[src/rtl/awu_pkg.sv]
package awu_pkg;
  localparam logic [1:0] EN_OFF        = 2'd0;
  localparam logic [1:0] EN_STORE_ONLY = 2'd1;
  localparam logic [1:0] EN_ANY        = 2'd2;
  localparam logic [1:0] EN_LOAD_ONLY  = 2'd3;

  localparam logic [3:0] ENTRY_DATA_BKPT = 4'd2;
  localparam logic [3:0] FSTAT_ALIGN     = 4'd1;

  localparam logic [2:0] SEL_ADDR_A = 3'd0;
  localparam logic [2:0] SEL_ADDR_B = 3'd1;
  localparam logic [2:0] SEL_MATCH  = 3'd2;
  localparam logic [2:0] SEL_SYS    = 3'd3;
  localparam logic [2:0] SEL_DEBUG  = 3'd4;

  typedef struct packed {
    logic hitStb;
    logic abortStb;
    logic captStb;
  } awu_strobe_t;
endpackage

[src/rtl/awu_datapath.sv]
module awu_datapath
  import awu_pkg::*;
#(
  parameter int ADDR_W  = 32,
  parameter int TAG_LSB = 25
) (
  input  logic              clk,
  input  logic              rstN,
  input  logic              cfgWrEn,
  input  logic [2:0]        cfgSel,
  input  logic [ADDR_W-1:0] cfgData,
  input  logic              accValid,
  input  logic [ADDR_W-1:0] accAddr,
  input  logic              accStore,
  input  awu_strobe_t       strb,
  output logic              match,
  output logic              misal,
  output logic              alignChk,
  output logic              dbgEn,
  output logic [3:0]        faultStatus,
  output logic [ADDR_W-1:0] faultAddr
);
  localparam int TAG_W = ADDR_W - TAG_LSB;
  localparam int NUM_CMP = 2;

  logic [ADDR_W-1:0] watchAddr [NUM_CMP];
  logic [1:0]        enField   [NUM_CMP];
  logic              maskMode;
  logic [TAG_W-1:0]  procTag;
  logic [ADDR_W-1:0] effAddr;
  logic [NUM_CMP-1:0] cmpHit;

  always_ff @(posedge clk) begin
    if (!rstN) begin
      for (int i = 0; i < NUM_CMP; i++) begin
        watchAddr[i] <= '0;
        enField[i]   <= EN_OFF;
      end
      maskMode <= 1'b0;
      alignChk <= 1'b0;
      procTag  <= '0;
      dbgEn    <= 1'b0;
    end else if (cfgWrEn) begin
      case (cfgSel)
        SEL_ADDR_A: watchAddr[0] <= cfgData;
        SEL_ADDR_B: watchAddr[1] <= cfgData;
        SEL_MATCH: begin
          enField[0] <= cfgData[1:0];
          enField[1] <= cfgData[3:2];
          maskMode   <= cfgData[8];
        end
        SEL_SYS: begin
          alignChk <= cfgData[0];
          procTag  <= cfgData[ADDR_W-1:TAG_LSB];
        end
        SEL_DEBUG: dbgEn <= cfgData[ADDR_W-1];
        default: ;
      endcase
    end
  end

  always_comb begin
    effAddr = accAddr;
    if (procTag != '0 && accAddr[ADDR_W-1:TAG_LSB] == '0)
      effAddr[ADDR_W-1:TAG_LSB] = procTag;
  end

  assign misal = accAddr[1:0] != 2'b00;

  for (genvar g = 0; g < NUM_CMP; g++) begin : gCmp
    logic kindOk;
    logic addrEq;
    assign kindOk = (enField[g] != EN_OFF) &&
                    (accStore ? (enField[g] != EN_LOAD_ONLY) : (enField[g] != EN_STORE_ONLY));
    if (g == 0) begin : gFirst
      assign addrEq = maskMode
        ? (((effAddr ^ watchAddr[0]) & ~watchAddr[1]) == '0)
        : (effAddr[ADDR_W-1:2] == watchAddr[0][ADDR_W-1:2]);
      assign cmpHit[g] = kindOk && addrEq;
    end else begin : gOther
      assign addrEq = effAddr[ADDR_W-1:2] == watchAddr[g][ADDR_W-1:2];
      assign cmpHit[g] = kindOk && addrEq && !maskMode;
    end
  end

  assign match = |cmpHit;

  always_ff @(posedge clk) begin
    if (!rstN) begin
      faultStatus <= '0;
      faultAddr   <= '0;
    end else if (strb.captStb) begin
      faultStatus <= FSTAT_ALIGN;
      faultAddr   <= effAddr;
    end
  end

  // the fault address only moves after an abort taken with debug on
  a_r10_capture_gated: assert property (@(posedge clk) disable iff (!rstN)
    !$stable(faultAddr) |-> $past(dbgEn && accValid && alignChk && misal));
  // misalignment flag follows the low address bits
  a_r6_misal_low_bits: assert property (@(posedge clk) disable iff (!rstN)
    (accValid && accAddr[1:0] == 2'b00) |-> !misal);
endmodule

[src/rtl/awu_control.sv]
module awu_control
  import awu_pkg::*;
(
  input  logic        clk,
  input  logic        rstN,
  input  logic        accValid,
  input  logic        match,
  input  logic        misal,
  input  logic        alignChk,
  input  logic        dbgEn,
  input  logic        dbgAck,
  output awu_strobe_t strb,
  output logic        bkptHit,
  output logic        abortReq,
  output logic        dbgPending,
  output logic [3:0]  entryCode
);
  logic hitNow;
  logic abortNow;

  assign hitNow   = accValid && match && !dbgPending;
  assign abortNow = accValid && alignChk && misal;

  always_comb begin
    strb.hitStb   = hitNow;
    strb.abortStb = abortNow;
    strb.captStb  = abortNow && dbgEn;
  end

  always_ff @(posedge clk) begin
    if (!rstN) begin
      bkptHit    <= 1'b0;
      abortReq   <= 1'b0;
      dbgPending <= 1'b0;
      entryCode  <= '0;
    end else begin
      bkptHit  <= strb.hitStb;
      abortReq <= strb.abortStb;
      if (strb.hitStb && dbgEn) begin
        dbgPending <= 1'b1;
        entryCode  <= ENTRY_DATA_BKPT;
      end else if (dbgAck) begin
        dbgPending <= 1'b0;
        entryCode  <= '0;
      end
    end
  end

  // pulses only follow a presented access
  a_r11_hit_needs_access: assert property (@(posedge clk) disable iff (!rstN)
    bkptHit |-> $past(accValid));
  a_r11_abort_needs_access: assert property (@(posedge clk) disable iff (!rstN)
    abortReq |-> $past(accValid));
  // pending blocks further hits and holds until acknowledged
  a_r9_no_hit_while_pending: assert property (@(posedge clk) disable iff (!rstN)
    dbgPending |=> !bkptHit);
  a_r9_pending_holds: assert property (@(posedge clk) disable iff (!rstN)
    (dbgPending && !dbgAck) |=> dbgPending);
  // a new pending entry carries the data breakpoint code and needs debug on
  a_r8_entry_code: assert property (@(posedge clk) disable iff (!rstN)
    $rose(dbgPending) |-> (entryCode == ENTRY_DATA_BKPT && $past(dbgEn)));
  // an abort needs alignment checking on
  a_r6_abort_needs_check: assert property (@(posedge clk) disable iff (!rstN)
    abortReq |-> $past(alignChk));
endmodule

[src/rtl/addr_watch_unit.sv]
module addr_watch_unit
  import awu_pkg::*;
#(
  parameter int ADDR_W  = 32,
  parameter int TAG_LSB = 25
) (
  input  logic              clk,
  input  logic              rstN,
  input  logic              cfgWrEn,
  input  logic [2:0]        cfgSel,
  input  logic [ADDR_W-1:0] cfgData,
  input  logic              accValid,
  input  logic [ADDR_W-1:0] accAddr,
  input  logic              accStore,
  input  logic              dbgAck,
  output logic              bkptHit,
  output logic              abortReq,
  output logic              dbgPending,
  output logic [3:0]        entryCode,
  output logic [3:0]        faultStatus,
  output logic [ADDR_W-1:0] faultAddr
);
  awu_strobe_t strb;
  logic match, misal, alignChk, dbgEn;

  awu_datapath #(.ADDR_W(ADDR_W), .TAG_LSB(TAG_LSB)) uDp (
    .clk(clk), .rstN(rstN), .cfgWrEn(cfgWrEn), .cfgSel(cfgSel), .cfgData(cfgData),
    .accValid(accValid), .accAddr(accAddr), .accStore(accStore), .strb(strb),
    .match(match), .misal(misal), .alignChk(alignChk), .dbgEn(dbgEn),
    .faultStatus(faultStatus), .faultAddr(faultAddr)
  );

  awu_control uCtl (
    .clk(clk), .rstN(rstN), .accValid(accValid), .match(match), .misal(misal),
    .alignChk(alignChk), .dbgEn(dbgEn), .dbgAck(dbgAck), .strb(strb),
    .bkptHit(bkptHit), .abortReq(abortReq), .dbgPending(dbgPending),
    .entryCode(entryCode)
  );
endmodule

[config.mk]
export PLATFORM = sky130hd
export DESIGN_NAME = addr_watch_unit
export DESIGN_NICKNAME = d
export VERILOG_FILES = /design/src/rtl/awu_pkg.sv /design/src/rtl/awu_datapath.sv /design/src/rtl/awu_control.sv /design/src/rtl/addr_watch_unit.sv
export SDC_FILE = /design/constraint.sdc
export NUM_CORES = 1
export LEC_CHECK = 0
export BUFFER_PORTS_ARGS = -buffer_cell sky130_fd_sc_hd__buf_2
export CAP_MARGIN = 20
export CELL_PAD_IN_SITES_DETAIL_PLACEMENT = 2
export CELL_PAD_IN_SITES_GLOBAL_PLACEMENT = 2
export CORE_MARGIN = 2
export CORE_UTILIZATION = 37
export CTS_CLUSTER_SIZE = 24
export DETAILED_ROUTE_END_ITERATION = 12
export PLACE_DENSITY_LB_ADDON = 0.1
export SLEW_MARGIN = 20
export SYNTH_ARGS = -nofsm -noshare
export SYNTH_HDL_FRONTEND = slang
export SYNTH_SLANG_ARGS = --single-unit
[constraint.sdc]
create_clock -name clk -period 8.29 [get_ports clk]
set_input_delay 2.487 -clock clk [delete_from_list [all_inputs] [get_ports clk]]
set_output_delay 2.487 -clock clk [all_outputs]
set_load 0.02 [all_outputs]
# ---- Word-level counts from Yosys, hierarchy flattened
# Memories as Yosys holds them, arrays and structs flattened.
# Cells that the tools add are included.
dict set report op_classes {
  n_bitwise 7
  mux 25
  n_reduce_logical 26
  n_eq_ne 10
}
# cell n
set ops {}
lappend ops {{32-bit two-way mux} 2}
lappend ops {{30-bit equality test} 2}
lappend ops {{32-bit AND} 1}
lappend ops {{32-bit zero test} 1}
lappend ops {{32-bit NOT} 1}
lappend ops {{32-bit XOR} 1}
lappend ops {{1-bit two-way mux} 18}
lappend ops {{1-bit logical AND} 12}
lappend ops {{2-bit two-way mux} 4}
lappend ops {{2-bit nonzero test} 4}
lappend ops {{7-bit zero test} 1}
lappend ops {{7-bit two-way mux} 1}
lappend ops {{7-bit nonzero test} 1}
lappend ops {{3-bit by 2-bit equality test with 1-bit output, second input constant} 2}
lappend ops {{2-bit AND reduction} 3}
lappend ops {{2-bit by 1-bit inequality test with 1-bit output, second input constant} 2}
lappend ops {{2-bit inequality test, second input constant} 2}
lappend ops {{1-bit bitwise OR} 4}
lappend ops {{3-bit by 1-bit equality test with 1-bit output, second input constant} 1}
lappend ops {{3-bit equality test, second input constant} 1}
lappend ops {{3-bit zero test} 1}
lappend ops {{1-bit zero test} 2}
lappend ops {{2-bit OR reduction} 1}
dict set report word_totals {
  word_cells 80
  register_bits 47
  ram_bits 68
  n_memories 2
  out_inout_bits 43
  in_bits 73
}
# memory depth word_bits read_ports rd_clocked_by_memory_dff write_ports line_no
set memory_table {}
lappend memory_table {uDp.watchAddr 2 32 2 0 2 awu_datapath.sv:26} ;# logic [ADDR_W-1:0] watchAddr [NUM_CMP];
lappend memory_table {uDp.enField 2 2 2 0 2 awu_datapath.sv:27} ;# logic [1:0] enField [NUM_CMP];

# ---- Logic depth before layout (Yosys ltp)
# Gate-level depths: netlist of the first run.
dict set report depth {
  word_depth 13
  depth_mapped 8
  mapped_depth_nobuf 7
}

# ---- Cells and area by module
# From an unflattened synthesis of the first run, not the netlist that was laid out.
dict set report unflattened {
  hier_cells 452
  area_unflattened_um2 5291.3
}
# module cells_each area_each_um2 instances seq_area_each_um2
set by_module_without_submodules {}
lappend by_module_without_submodules {awu_datapath 433 5121.2 1 2902.8}
lappend by_module_without_submodules {awu_control 19 170.2 1 60.1}

# ---- Worst setup path after synthesis of the first run
# OpenSTA, ideal clock, no wires.
dict set report synth_path {
  path_type {input to register}
  startpoint {input cfgSel[0]}
  endpoint {memory uDp.watchAddr[0][0] (enable)}
  arrival_time_ns 5.079
  setup_time_ns 0.470
  required_ns 7.820
  path_stages 2
  path_slack_ns 2.740
  n_path_buf 0
  path_cell_list {nand2b_1 o31ai_1}
}
# item line_no
set synth_rtl {}
lappend synth_rtl {{from (decl)} addr_watch_unit.sv:10} ;# input logic [2:0] cfgSel,
lappend synth_rtl {{to (decl)} awu_datapath.sv:26}

# ---- Final worst setup path of the first run
dict set report layout_path {
  startpoint {input accAddr[26]}
  endpoint {register uCtl.bkptHit}
}
dict set report layout_via {
  elab_chain_len 11
  elab_cells_between_ends 15
  cone_classes {2 x eq/ne; 2 x mux; 2 x bitwise; 9 x reduce/logical}
}
# item line_no
set layout_rtl {}
lappend layout_rtl {{from (decl)} addr_watch_unit.sv:13} ;# input logic [ADDR_W-1:0] accAddr,
lappend layout_rtl {{7-bit zero test} awu_datapath.sv:64} ;# if (procTag != '0 && accAddr[ADDR_W-1:TAG_LSB] == '0)
lappend layout_rtl {{1-bit logical AND} awu_datapath.sv:64}
lappend layout_rtl {{7-bit two-way mux (*)} awu_datapath.sv:64}
lappend layout_rtl {{32-bit XOR} awu_datapath.sv:77} ;# ? (((effAddr ^ watchAddr[0]) & ~watchAddr[1]) == '0)
lappend layout_rtl {{32-bit AND} awu_datapath.sv:77}
lappend layout_rtl {{32-bit zero test} awu_datapath.sv:77}
lappend layout_rtl {{1-bit two-way mux} awu_datapath.sv:77}
lappend layout_rtl {{1-bit logical AND} awu_datapath.sv:79} ;# assign cmpHit[g] = kindOk && addrEq;
lappend layout_rtl {{2-bit OR reduction (*)} awu_datapath.sv:86} ;# assign match = |cmpHit;
lappend layout_rtl {{1-bit logical AND (*) (2 in series)} awu_control.sv:21} ;# assign hitNow = accValid && match && !dbgPending;
lappend layout_rtl {{to (signal assigned)} awu_control.sv:37} ;# bkptHit <= strb.hitStb;
lappend layout_rtl {{to (decl)} awu_control.sv:13} ;# output logic bkptHit,
# Mark *: on every way between the ends. The rest lies on a longest branch, timed or not.
# A chain may end at the register's enable or synchronous reset.

==> results of run 1 <==
## synth_stat cells (all sizes together) (6+ instances only)
cell	instances
nand2b	8
clkbuf	16
edfxtp	68
o2bb2ai	6
xor2	28
dfxtp	46
inv	13
nor2	30
nand4	11
a211oi	9
nand2	76
a21oi	38
xnor2	32
and3	7
nor3	6
nor4	11
and2	32
buf	8
## layer usage
| metal | vias up | share of wire |
|---|---|---|
| li1 | 2017 | - |
| met1 | 2202 | 0.45 |
| met2 | 117 | 0.49 |
| met3 | 22 | 0.042 |
| met4 | 0 | 0.018 |
| met5 | - | 0 |
## sequential cells by signal (all words and copies together), names as in the netlist
signal	count
uDp.watchAddr	64
uDp.faultAddr	32
uDp.procTag	7
uDp.enField	4
uCtl.abortReq	1
uCtl.bkptHit	1
uCtl.dbgPending	1
uDp.alignChk	1
uDp.dbgEn	1
uDp.faultStatus	1
uDp.maskMode	1
## final timing paths
kind / from / end / slack [ns] / cells after the start
hold / removal: uDp.faultAddr[9] / uDp.faultAddr[9] / 0.45 / 2
hold reg to reg: uDp.faultAddr[9] / uDp.faultAddr[9] / 0.45 / 2
setup reg to reg: uDp.watchAddr[0][15] / uCtl.bkptHit / 6.06 / 7
setup / recovery: accAddr[26] / uCtl.bkptHit / 4.06 / 8
## cells by family (layout without fill, tap and decap cells)
| family | count (synthesis) | after routing | synth area share |
|---|---|---|---|
| other | 1 | 6 | 0.000703 |
| AO/OA/AOI/OAI | 84 | 84 | 0.106 |
| AND/OR/NAND/NOR | 207 | 207 | 0.201 |
| XOR/XNOR | 60 | 60 | 0.0985 |
| multiplexers | 3 | 3 | 0.00563 |
| buffers and inverters | 38 | 158 | 0.0331 |
| flip-flops | 114 | 114 | 0.555 |
## worst register-to-register path, cell delays in order, from the launching register on
cell and delay [ns]:
sky130_fd_sc_hd__edfxtp_1 0.40, sky130_fd_sc_hd__xnor2_1 0.32, sky130_fd_sc_hd__o22ai_1 0.15, sky130_fd_sc_hd__a211oi_1 0.40, sky130_fd_sc_hd__nand4_1 0.21, sky130_fd_sc_hd__a2111oi_2 0.41, sky130_fd_sc_hd__o21ai_1 0.14, sky130_fd_sc_hd__o41ai_2 0.08
## metrics by stage
step / total power [mW] / instances / utilization
floorplan: 0.729 / 512 / -
detailed placement: 0.797 / 780 / 0.432
finish: 1.50 / 812 / 0.474
global route: 1.54 / 812 / 0.474
global placement: 0.791 / 780 / 0.432
CTS: 1.50 / 812 / 0.474
## cell type report
| class | count | area [um2] |
|---|---|---|
| Clock buffer | 30 | 568 |
| Fill cell | 1477 | 7360 |
| Sequential cell | 114 | 2960 |
| Multi-Input combinational cell | 360 | 2240 |
| Clock inverter | 2 | 11.3 |
| Inverter | 14 | 52.6 |
| Timing Repair Buffer | 112 | 568 |
| Tap cell | 180 | 225 |
## power by group
group	leakage, nW	switching, mW	internal, mW
clock	0.285	0.249	0.460
sequential	1.03	0.0198	0.627
combinational	1.20	0.0894	0.0506
total	2.51	0.358	1.14
==> metrics.md, run 1 <==
| Metric | Value |
|---|---|
| Detailed-routing iteration count for the pre-antenna-repair pass | `4` |
| Fin. Hold Viols | `0` |
| Core area | `14000 um2` |
| Area after detailed placement | `6040 um2` |
| Top-level port count | `116` |
| Global-route track usage on met1 | `0.313` |
| Overflow left after global routing | `0` |
| Register clock-pin slew on the reported worst setup and hold paths | `0.05 ns` |
| CTS tree | `built` |
| Design Area, Final | `6630 um2` |
| Number of global-route vias before repair | `4548` |
| Buffer cell driving the clock tree root | `sky130_fd_sc_hd__clkbuf_16` |
| Critical path capture point type | `flop` |
| Number of synthesized flops with an enable pin | `68` |
| Status | `finished clean` |
| Clock insertion delay at the later pin of the skew report | `0.42 ns` |
| Post-synthesis sequential element count | `114` |
| Post-layout worst setup margin | `4.06 ns` |
| Via total after detailed routing | `4358` |
| Start-to-end type of the worst setup path | `primary input to flop` |
| Quantity of hold-fixing buffers added after cts | `0` |
| Largest clock skew in the final design | `0.0113 ns` |
| Maximum ir drop on the vdd rail | `0.147 mV` |
| DP HPWL | `13400 um` |
| IO buf count | `109` |
| Top post-synthesis cells by area | `sky130_fd_sc_hd__edfxtp_1 (38%), sky130_fd_sc_hd__dfxtp_1 (17%), sky130_fd_sc_hd__nand2_1 (5.3%)` |
| Final weighted congestion in routability-driven placement | `0.901` |
| Number of gates given a new drive strength after cts | `0` |
| Post-place setup slack | `3.67 ns` |
| CTS Sinks | `114` |
| Busiest layer in global routing | `met2` |
| Layout Nets | `692` |
| Leading register cell type out of synthesis | `sky130_fd_sc_hd__edfxtp_1` |
| Most common cell after layout, fill and taps aside | `sky130_fd_sc_hd__buf_2` |
| Total routing resource utilization after global routing | `0.239` |
| Post-synthesis cell type with the largest combined area | `sky130_fd_sc_hd__edfxtp_1` |
| Largest delay contributor family on the critical path | `compound AO/OA/AOI/OAI gates` |
| Share of cells above drive strength 1 | `0.237` |
| Share of the clock period used by the worst path | `0.510` |
| N_diodes | `0` |
| Maximum number of pins on one net before global-route repair | `43` |
| Slowest cell on the critical path | `sky130_fd_sc_hd__nor4_4` |
| Pwr Density | `226 nW/um2` |
| Met2 track utilization from global routing | `0.398` |
| Arrival time of the worst setup path | `4.52 ns` |
| Cell area after technology mapping | `5340 um2` |
| Gate count of the mapped netlist | `507` |
| Slew Viols, Final | `0` |
| Initial cell density of the core | `0.382` |
| Number of distinct library cell variants in the gate-level netlist after synthesis | `49` |
| X dimension of the die | `124 um` |
| Antenna violations before repair | `0` |
| Remaining DRCs | `0` |
| Maximum fanout encountered on the critical timing path | `8` |
| Met3 Resource Use GR | `0.0417` |
| Global-route wire length before repair | `26500 um` |
| Average cell area after synthesis | `10.5 um2` |
| Chain of cells forming the critical path | `buf_2, nor4_4, a31oi_2, xor2_1, o221ai_1, a2111oi_2, o21ai_1, o41ai_2` |
| # H-tree levels | `4` |
| DR vias/cell | `5.37` |
| Detailed Route WL | `17600 um` |
| Height of the chip | `124 um` |
| Register area share after synthesis | `0.555` |
| Iteration-0 DRC count of the detailed router | `206` |
| Total Neg Setup Slack | `0 ns` |
| Fraction of post-synthesis cell area in the top cell type by area | `0.383` |
| Remaining antenna violation count after routing | `0` |
| Inserted Clock Buffers | `17` |
| Tightest Pin Transition | `0.876 ns` |
| Standard-cell rows | `43` |
| Die ar. | `15400 um2` |
| Synth warnings | `0` |
| Leakage power | `2.51 nW` |
| Startpoint type of the worst setup path | `primary input` |
| Leading cell types in the layout, fill and taps excluded | `sky130_fd_sc_hd__buf_2 (109), sky130_fd_sc_hd__nand2_1 (75), sky130_fd_sc_hd__edfxtp_1 (68), sky130_fd_sc_hd__dfxtp_1 (46), sky130_fd_sc_hd__a21oi_1 (38)` |
| Area growth from synthesis to layout | `24.1%` |
| # setup viols final | `0` |
| Largest stage delay on the critical path | `0.52 ns` |
| Synth async-reset ratio | `0` |
| RSZ-0062 raised after global routing | `false` |
| Worst min path class | `flop to flop` |
| Final hold slack | `0.453 ns` |
| Buffers and inverters on the worst path | `1` |
| Remaining max-slew budget at the tightest pin | `0.414` |
| MaxCap Viol Count | `0` |
| Highest achievable clock rate | `237 MHz` |
| Routed wire length per instance | `21.7 um` |
| Clk buf depth | `2` |
| Clock period minus final worst setup slack | `4.23 ns` |
| Worst Path Required | `8.59 ns` |
| Postcts setup bufs | `0` |
Power figures use the tool's default switching activity.
==> run 2: changes to the inputs <==
- CORE_UTILIZATION: 37 -> 31
- clock period: 8.29 -> 3.39 ns (I/O delays scaled with it)
==> run 2 against run 1 <==
Die area increased by 19%. Cell count increased by 5.5%. First-iteration DRC count decreased by 19%. Wire length increased by 0.95%. Setup slack got worse by 3.4 ns. Clock power increased to 2.6 times the previous value. Combinational power increased by 150%. Final area increased by 1.6%. Utilization decreased by 7.0 points. Register-to-register slack got worse by 4.9 ns. Sequential power increased by 140%. Flip-flop and latch count unchanged. Highest routed layer unchanged.
==> metrics.md, run 2 (synthesized netlist as in run 1, its figures left out) <==
| Metric | Value |
|---|---|
| Most common cell after layout, fill and taps aside | `sky130_fd_sc_hd__buf_2 (unchanged)` |
| Overflow left after global routing | `0 (unchanged)` |
| Standard-cell rows | `47 (was 43)` |
| Layout Utilization | `0.403 (was 0.474)` |
| Total Neg Setup Slack | `0 ns (unchanged)` |
| Die ar. | `18300 um2 (was 15400 um2)` |
| Critical path capture point type | `flop (unchanged)` |
| Highest achievable clock rate | `371 MHz` |
| Arrival time of the worst setup path | `3.02 ns (was 4.52 ns)` |
| Layout Nets | `697 (was 692)` |
| Largest delay contributor family on the critical path | `compound AO/OA/AOI/OAI gates (unchanged)` |
| Initial cell density of the core | `0.320 (was 0.382)` |
| MaxCap Viol Count | `0 (unchanged)` |
| Share of cells above drive strength 1 | `0.248 (was 0.237)` |
| Postcts setup bufs | `0 (unchanged)` |
| Number of global-route vias before repair | `4563 (was 4548)` |
| Area after detailed placement | `6130 um2 (was 6040 um2)` |
| Register clock-pin slew on the reported worst setup and hold paths | `0.05 ns (about the same)` |
| DR vias/cell | `4.98 (was 5.37)` |
| Global-route wire length before repair | `27000 um (was 26500 um)` |
| Slew Viols, Final | `0 (unchanged)` |
| Iteration-0 DRC count of the detailed router | `167 (was 206)` |
| Cell count after placement | `825 (was 780)` |
| Worst min path class | `flop to flop (unchanged)` |
| DP HPWL | `14000 um (was 13400 um)` |
| Height of the chip | `135 um (was 124 um)` |
| Maximum ir drop on the vdd rail | `0.364 mV (was 0.147 mV)` |
| Pwr Density | `557 nW/um2 (was 226 nW/um2)` |
| # H-tree levels | `4 (unchanged)` |
| Chain of cells forming the critical path | `buf_2, nor4_4, a31oi_2, xor2_1, o221ai_1, a2111oi_2, o21ai_1, o41ai_2 (unchanged)` |
| Clk buf depth | `2 (unchanged)` |
| Largest stage delay on the critical path | `0.50 ns (was 0.52 ns)` |
| Startpoint type of the worst setup path | `primary input (unchanged)` |
| Detailed Route WL | `17800 um (was 17600 um)` |
| N_diodes | `0 (unchanged)` |
| RSZ-0062 raised after global routing | `false (unchanged)` |
| Leakage power | `2.54 nW (was 2.51 nW)` |
| Buffer cell driving the clock tree root | `sky130_fd_sc_hd__clkbuf_16 (unchanged)` |
| Number of gates given a new drive strength after cts | `0 (unchanged)` |
| Start-to-end type of the worst setup path | `primary input to flop (unchanged)` |
| CTS Sinks | `114 (unchanged)` |
| Fin. Hold Viols | `0 (unchanged)` |
| Quantity of hold-fixing buffers added after cts | `0 (unchanged)` |
| Maximum number of pins on one net before global-route repair | `33 (was 43)` |
| Antenna violations before repair | `0 (unchanged)` |
| Routed wire length per instance | `20.8 um (was 21.7 um)` |
| Register with the most flip-flops | `uDp.watchAddr (unchanged)` |
| Area growth from synthesis to layout | `26.1% (was 24.1%)` |
| Tightest Pin Transition | `0.559 ns (was 0.876 ns)` |
| Post-place setup slack | `0.282 ns (was 3.67 ns)` |
| Via total after detailed routing | `4269 (was 4358)` |
| Final weighted congestion in routability-driven placement | `0.883 (was 0.901)` |
| Fillers | `1858 (was 1477)` |
| Remaining antenna violation count after routing | `0 (unchanged)` |
| Detailed-routing iteration count for the pre-antenna-repair pass | `5 (was 4)` |
| Remaining max-slew budget at the tightest pin | `0.624 (was 0.414)` |
| Final hold slack | `0.455 ns (was 0.453 ns)` |
| Buffers and inverters on the worst path | `1 (unchanged)` |
| Clock insertion delay at the later pin of the skew report | `0.42 ns (about the same)` |
| # setup viols final | `0 (unchanged)` |
| X dimension of the die | `135 um (was 124 um)` |
| Clock period minus final worst setup slack | `2.70 ns` |
| IO buf count | `109 (unchanged)` |
| CTS tree | `built (unchanged)` |
| Leading cell types in the layout, fill and taps excluded | `sky130_fd_sc_hd__buf_2 (109), sky130_fd_sc_hd__nand2_1 (76), sky130_fd_sc_hd__edfxtp_1 (68), sky130_fd_sc_hd__dfxtp_1 (46), sky130_fd_sc_hd__a21oi_1 (38) (was sky130_fd_sc_hd__buf_2 (109), sky130_fd_sc_hd__nand2_1 (75), sky130_fd_sc_hd__edfxtp_1 (68), sky130_fd_sc_hd__dfxtp_1 (46), sky130_fd_sc_hd__a21oi_1 (38))` |
| Core area | `16700 um2 (was 14000 um2)` |
| Top-level port count | `116 (unchanged)` |
| Remaining DRCs | `0 (unchanged)` |
| Worst Path Required | `3.71 ns (was 8.59 ns)` |
| Total routing resource utilization after global routing | `0.202 (was 0.239)` |
| Slowest cell on the critical path | `sky130_fd_sc_hd__nor4_4 (unchanged)` |
| Share of the clock period used by the worst path | `0.795` |
| Status | `finished clean (unchanged)` |
| Design Area, Final | `6730 um2 (was 6630 um2)` |
| Count of placed standard cells in the final layout, fillers left out | `857 (was 812)` |
| Overall power after layout | `3.75 mW (was 1.50 mW)` |
| Leading registers by flop count | `uDp.watchAddr: 64 flops, uDp.faultAddr: 32 flops, uDp.procTag: 7 flops (unchanged)` |
| Largest clock skew in the final design | `0.00895 ns (was 0.0113 ns)` |
| Inserted Clock Buffers | `17 (unchanged)` |
| Area occupied by multi-input gates | `2230 um2 (was 2240 um2)` |
| Flip-flop count of the largest register after layout | `64 (unchanged)` |
| Sequential cell area in the final layout | `2960 um2 (unchanged)` |
| Post-layout worst setup margin | `0.693 ns (was 4.06 ns)` |
| Maximum fanout encountered on the critical timing path | `8 (unchanged)` |
[run 2: cell type report]
cell class                      count  area share
Clock inverter                     13      0.0238
Multi-Input combinational cell    360       0.332
Clock buffer                       19      0.0658
Sequential cell                   114       0.440
Inverter                           14     0.00781
Timing Repair Buffer              117      0.0899
Tap cell                          220      0.0409
[run 2: worst paths after layout]
check / from / depth (start not counted) / slack [ns] / endpoint
worst min-delay path: uDp.faultAddr[9] / 2 / 0.46 / uDp.faultAddr[9]
worst max-delay path: accAddr[26] / 8 / 0.69 / uCtl.bkptHit
worst max register to register: uDp.watchAddr[0][5] / 7 / 1.20 / uCtl.bkptHit
worst min register to register: uDp.faultAddr[9] / 2 / 0.46 / uDp.faultAddr[9]
[run 2: routing by layer]
| layer | track usage | part of all wire | vias up |
|---|---|---|---|
| li1 | - | - | 2028 |
| met1 | 0.267 | 0.46 | 2110 |
| met2 | 0.334 | 0.48 | 111 |
| met3 | 0.0408 | 0.045 | 20 |
| met4 | 0.0666 | 0.016 | 0 |
| met5 | 0 | 0 | - |
[run 2: tightest hold or removal path, stage by stage (launching register included)]
cell and delay (ns):
sky130_fd_sc_hd__dfxtp_1 0.30, sky130_fd_sc_hd__nand2_1 0.05, sky130_fd_sc_hd__a21oi_1 0.05
[run 2: power by group]
part	switching, mW	internal, mW
Sequential	0.0477	1.53
Clock	0.655	1.17
Combinational	0.218	0.126
==> run 3: changes to the inputs <==
- CORE_UTILIZATION: 31 -> 34
- clock period: 3.39 -> 2.6 ns (I/O delays scaled with it)
==> run 3 against run 2 <==
Sequential share of layout area fell by 0.082 points. Register-to-register slack got worse by 0.73 ns. Cell count did not move. Global-route usage rose by 2.0 points. Critical endpoint unchanged. Largest power group is now registers.
==> metrics.md, run 3 (synthesized netlist as in run 1, its figures left out) <==
| Metric | Value |
|---|---|
| Status | `finished clean (unchanged)` |
| Remaining antenna violation count after routing | `0 (unchanged)` |
| Highest achievable clock rate | `427 MHz` |
| Quantity of hold-fixing buffers added after cts | `0 (unchanged)` |
| Number of global-route vias before repair | `4747 (was 4563)` |
| Share of total power in combinational logic | `0.103 (was 0.092)` |
| Leading cell types in the layout, fill and taps excluded | `sky130_fd_sc_hd__buf_2 (109), sky130_fd_sc_hd__nand2_1 (76), sky130_fd_sc_hd__edfxtp_1 (68), sky130_fd_sc_hd__dfxtp_1 (46), sky130_fd_sc_hd__a21oi_1 (38) (unchanged)` |
| Detailed-routing iteration count for the pre-antenna-repair pass | `4 (was 5)` |
| Register clock-pin slew on the reported worst setup and hold paths | `0.05 ns (about the same)` |
| Overflow left after global routing | `0 (unchanged)` |
| Clock insertion delay at the later pin of the skew report | `0.42 ns (about the same)` |
| Standard-cell rows | `45 (was 47)` |
| DR vias/cell | `5.11 (was 4.98)` |
| Leakage power | `2.57 nW (was 2.54 nW)` |
| Die ar. | `16700 um2 (was 18300 um2)` |
| Chain of cells forming the critical path | `buf_2, nor4_4, a31oi_2, xor2_1, o221ai_1, a2111oi_2, o21ai_1, o41ai_2 (unchanged)` |
| Largest clock skew in the final design | `0.0103 ns (was 0.00895 ns)` |
| DP HPWL | `13500 um (was 14000 um)` |
| # H-tree levels | `4 (unchanged)` |
| Final weighted congestion in routability-driven placement | `0.890 (was 0.883)` |
| Tightest Pin Transition | `0.610 ns (was 0.559 ns)` |
| Layout Nets | `706 (was 697)` |
| Worst min path class | `flop to flop (unchanged)` |
| Clk buf depth | `2 (unchanged)` |
| # setup viols final | `0 (unchanged)` |
| CTS tree | `built (unchanged)` |
| Fin. Hold Viols | `0 (unchanged)` |
| Slew Viols, Final | `0 (unchanged)` |
| Start-to-end type of the worst setup path | `primary input to flop (unchanged)` |
| Worst Path Required | `2.90 ns (was 3.71 ns)` |
| Area growth from synthesis to layout | `26.4% (was 26.1%)` |
| Antenna violations before repair | `0 (unchanged)` |
| X dimension of the die | `129 um (was 135 um)` |
| Pwr Density | `679 nW/um2 (was 557 nW/um2)` |
| Inserted Clock Buffers | `17 (unchanged)` |
| Layout Utilization | `0.442 (was 0.403)` |
| Number of gates given a new drive strength after cts | `0 (unchanged)` |
| Detailed Route WL | `17700 um (was 17800 um)` |
| Maximum ir drop on the vdd rail | `0.425 mV (was 0.364 mV)` |
| Switching part of the total power | `0.245 (about the same)` |
| Share of cells above drive strength 1 | `0.252 (was 0.248)` |
| Postcts setup bufs | `0 (unchanged)` |
| Remaining max-slew budget at the tightest pin | `0.588 (was 0.624)` |
| Most common cell after layout, fill and taps aside | `sky130_fd_sc_hd__buf_2 (unchanged)` |
| Fillers | `1631 (was 1858)` |
| Cell Int Power | `3.46 mW (was 2.83 mW)` |
| Critical path capture point type | `flop (unchanged)` |
| Buffers and inverters on the worst path | `1 (unchanged)` |
| N_diodes | `0 (unchanged)` |
| Largest stage delay on the critical path | `0.49 ns (was 0.50 ns)` |
| MaxCap Viol Count | `0 (unchanged)` |
| Maximum number of pins on one net before global-route repair | `43 (was 33)` |
| Largest delay contributor family on the critical path | `compound AO/OA/AOI/OAI gates (unchanged)` |
| IO buf count | `109 (unchanged)` |
| Total routing resource utilization after global routing | `0.223 (was 0.202)` |
| Slowest cell on the critical path | `sky130_fd_sc_hd__nor4_4 (unchanged)` |
| Maximum fanout encountered on the critical timing path | `8 (unchanged)` |
| Overall power after layout | `4.58 mW (was 3.75 mW)` |
| Leading registers by flop count | `uDp.watchAddr: 64 flops, uDp.faultAddr: 32 flops, uDp.procTag: 7 flops (unchanged)` |
| Global-route wire length before repair | `27200 um (was 27000 um)` |
| Height of the chip | `129 um (was 135 um)` |
| Iteration-0 DRC count of the detailed router | `257 (was 167)` |
| RSZ-0062 raised after global routing | `false (unchanged)` |
| Arrival time of the worst setup path | `2.64 ns (was 3.02 ns)` |
| Routed wire length per instance | `20.7 um (was 20.8 um)` |
| Via total after detailed routing | `4376 (was 4269)` |
| Sequential group share of total power | `0.451 (was 0.421)` |
| Register with the most flip-flops | `uDp.watchAddr (unchanged)` |
| Flip-flop count of the largest register after layout | `64 (unchanged)` |
| Core area | `15300 um2 (was 16700 um2)` |
| Initial cell density of the core | `0.350 (was 0.320)` |
| Startpoint type of the worst setup path | `primary input (unchanged)` |
| CTS Sinks | `114 (unchanged)` |
| Clock period minus final worst setup slack | `2.34 ns` |
| Buffer cell driving the clock tree root | `sky130_fd_sc_hd__clkbuf_16 (unchanged)` |
| Top-level port count | `116 (unchanged)` |
| Clock group share of total power | `0.447 (was 0.487)` |
| Switching power | `1.12 mW (was 0.920 mW)` |
| Share of the clock period used by the worst path | `0.901` |
| Remaining DRCs | `0 (unchanged)` |
[run 3: changes by cell type in the layout (fill, tap and decap cells not counted), sizes merged]
cell,change
buf,+9
clkbuf,+6
bufinv,-3
clkinv,-2
inv,-1
[run 3: power groups by stage]
stage / sequential, mW / clock, mW / combinational (mW)
finish: 2.06 / 2.05 / 0.469
global route: 2.07 / 2.16 / 0.511
CTS: 2.06 / 2.09 / 0.473
detailed placement: 2.10 / 0 / 0.465
global placement: 2.09 / 0 / 0.452
floorplan: 2.07 / 0 / 0.250
[run 3: area by class of cell]
type	instances	area, um2	share of cell area
clock inverter	7	36.3	0.00538
multi-input combinational	360	2230	0.331
tap	211	264	0.0391
inverter	14	52.6	0.00779
timing repair buffer	126	711	0.105
clock buffer	25	485	0.0720
sequential	114	2960	0.439
[run 3: metrics by stage]
stage          instances  hold slack [ns]  setup TNS (ns)  cell area [um2]  setup slack, ns
2_1_floorplan        512            0.432               0             5370            0.276
3_3_place_gp         825            0.439               0             6220           0.0690
3_5_place_dp         825            0.447          -0.136             6220           -0.110
4_1_cts              857            0.454               0             6750            0.266
5_1_grt              857            0.474               0             6750            0.114
6_report             857            0.451               0             6750            0.258
[run 3: worst min-delay path, delay by kind of cell, from the launching register on]
family          cells  cell delay [ns]
compound gates      1             0.05
flops               1             0.30
simple gates        1             0.05
[run 3: worst paths after layout]
kind | cells past startpoint | to | from | slack (ns)
worst max-delay path | 8 | uCtl.bkptHit | accAddr[26] | 0.26
worst min-delay path | 2 | uDp.faultAddr[21] | uDp.faultAddr[21] | 0.45
worst max register to register | 7 | uCtl.bkptHit | uDp.watchAddr[0][14] | 0.47
worst min register to register | 2 | uDp.faultAddr[21] | uDp.faultAddr[21] | 0.45
[run 3: metal layers]
| metal | global-route usage | wire length, um | share of wire |
|---|---|---|---|
| met1 | 0.282 | 7830 | 0.44 |
| met2 | 0.367 | 8500 | 0.48 |
| met3 | 0.0508 | 946 | 0.053 |
| met4 | 0.0934 | 454 | 0.026 |
| met5 | 0 | 0 | 0 |
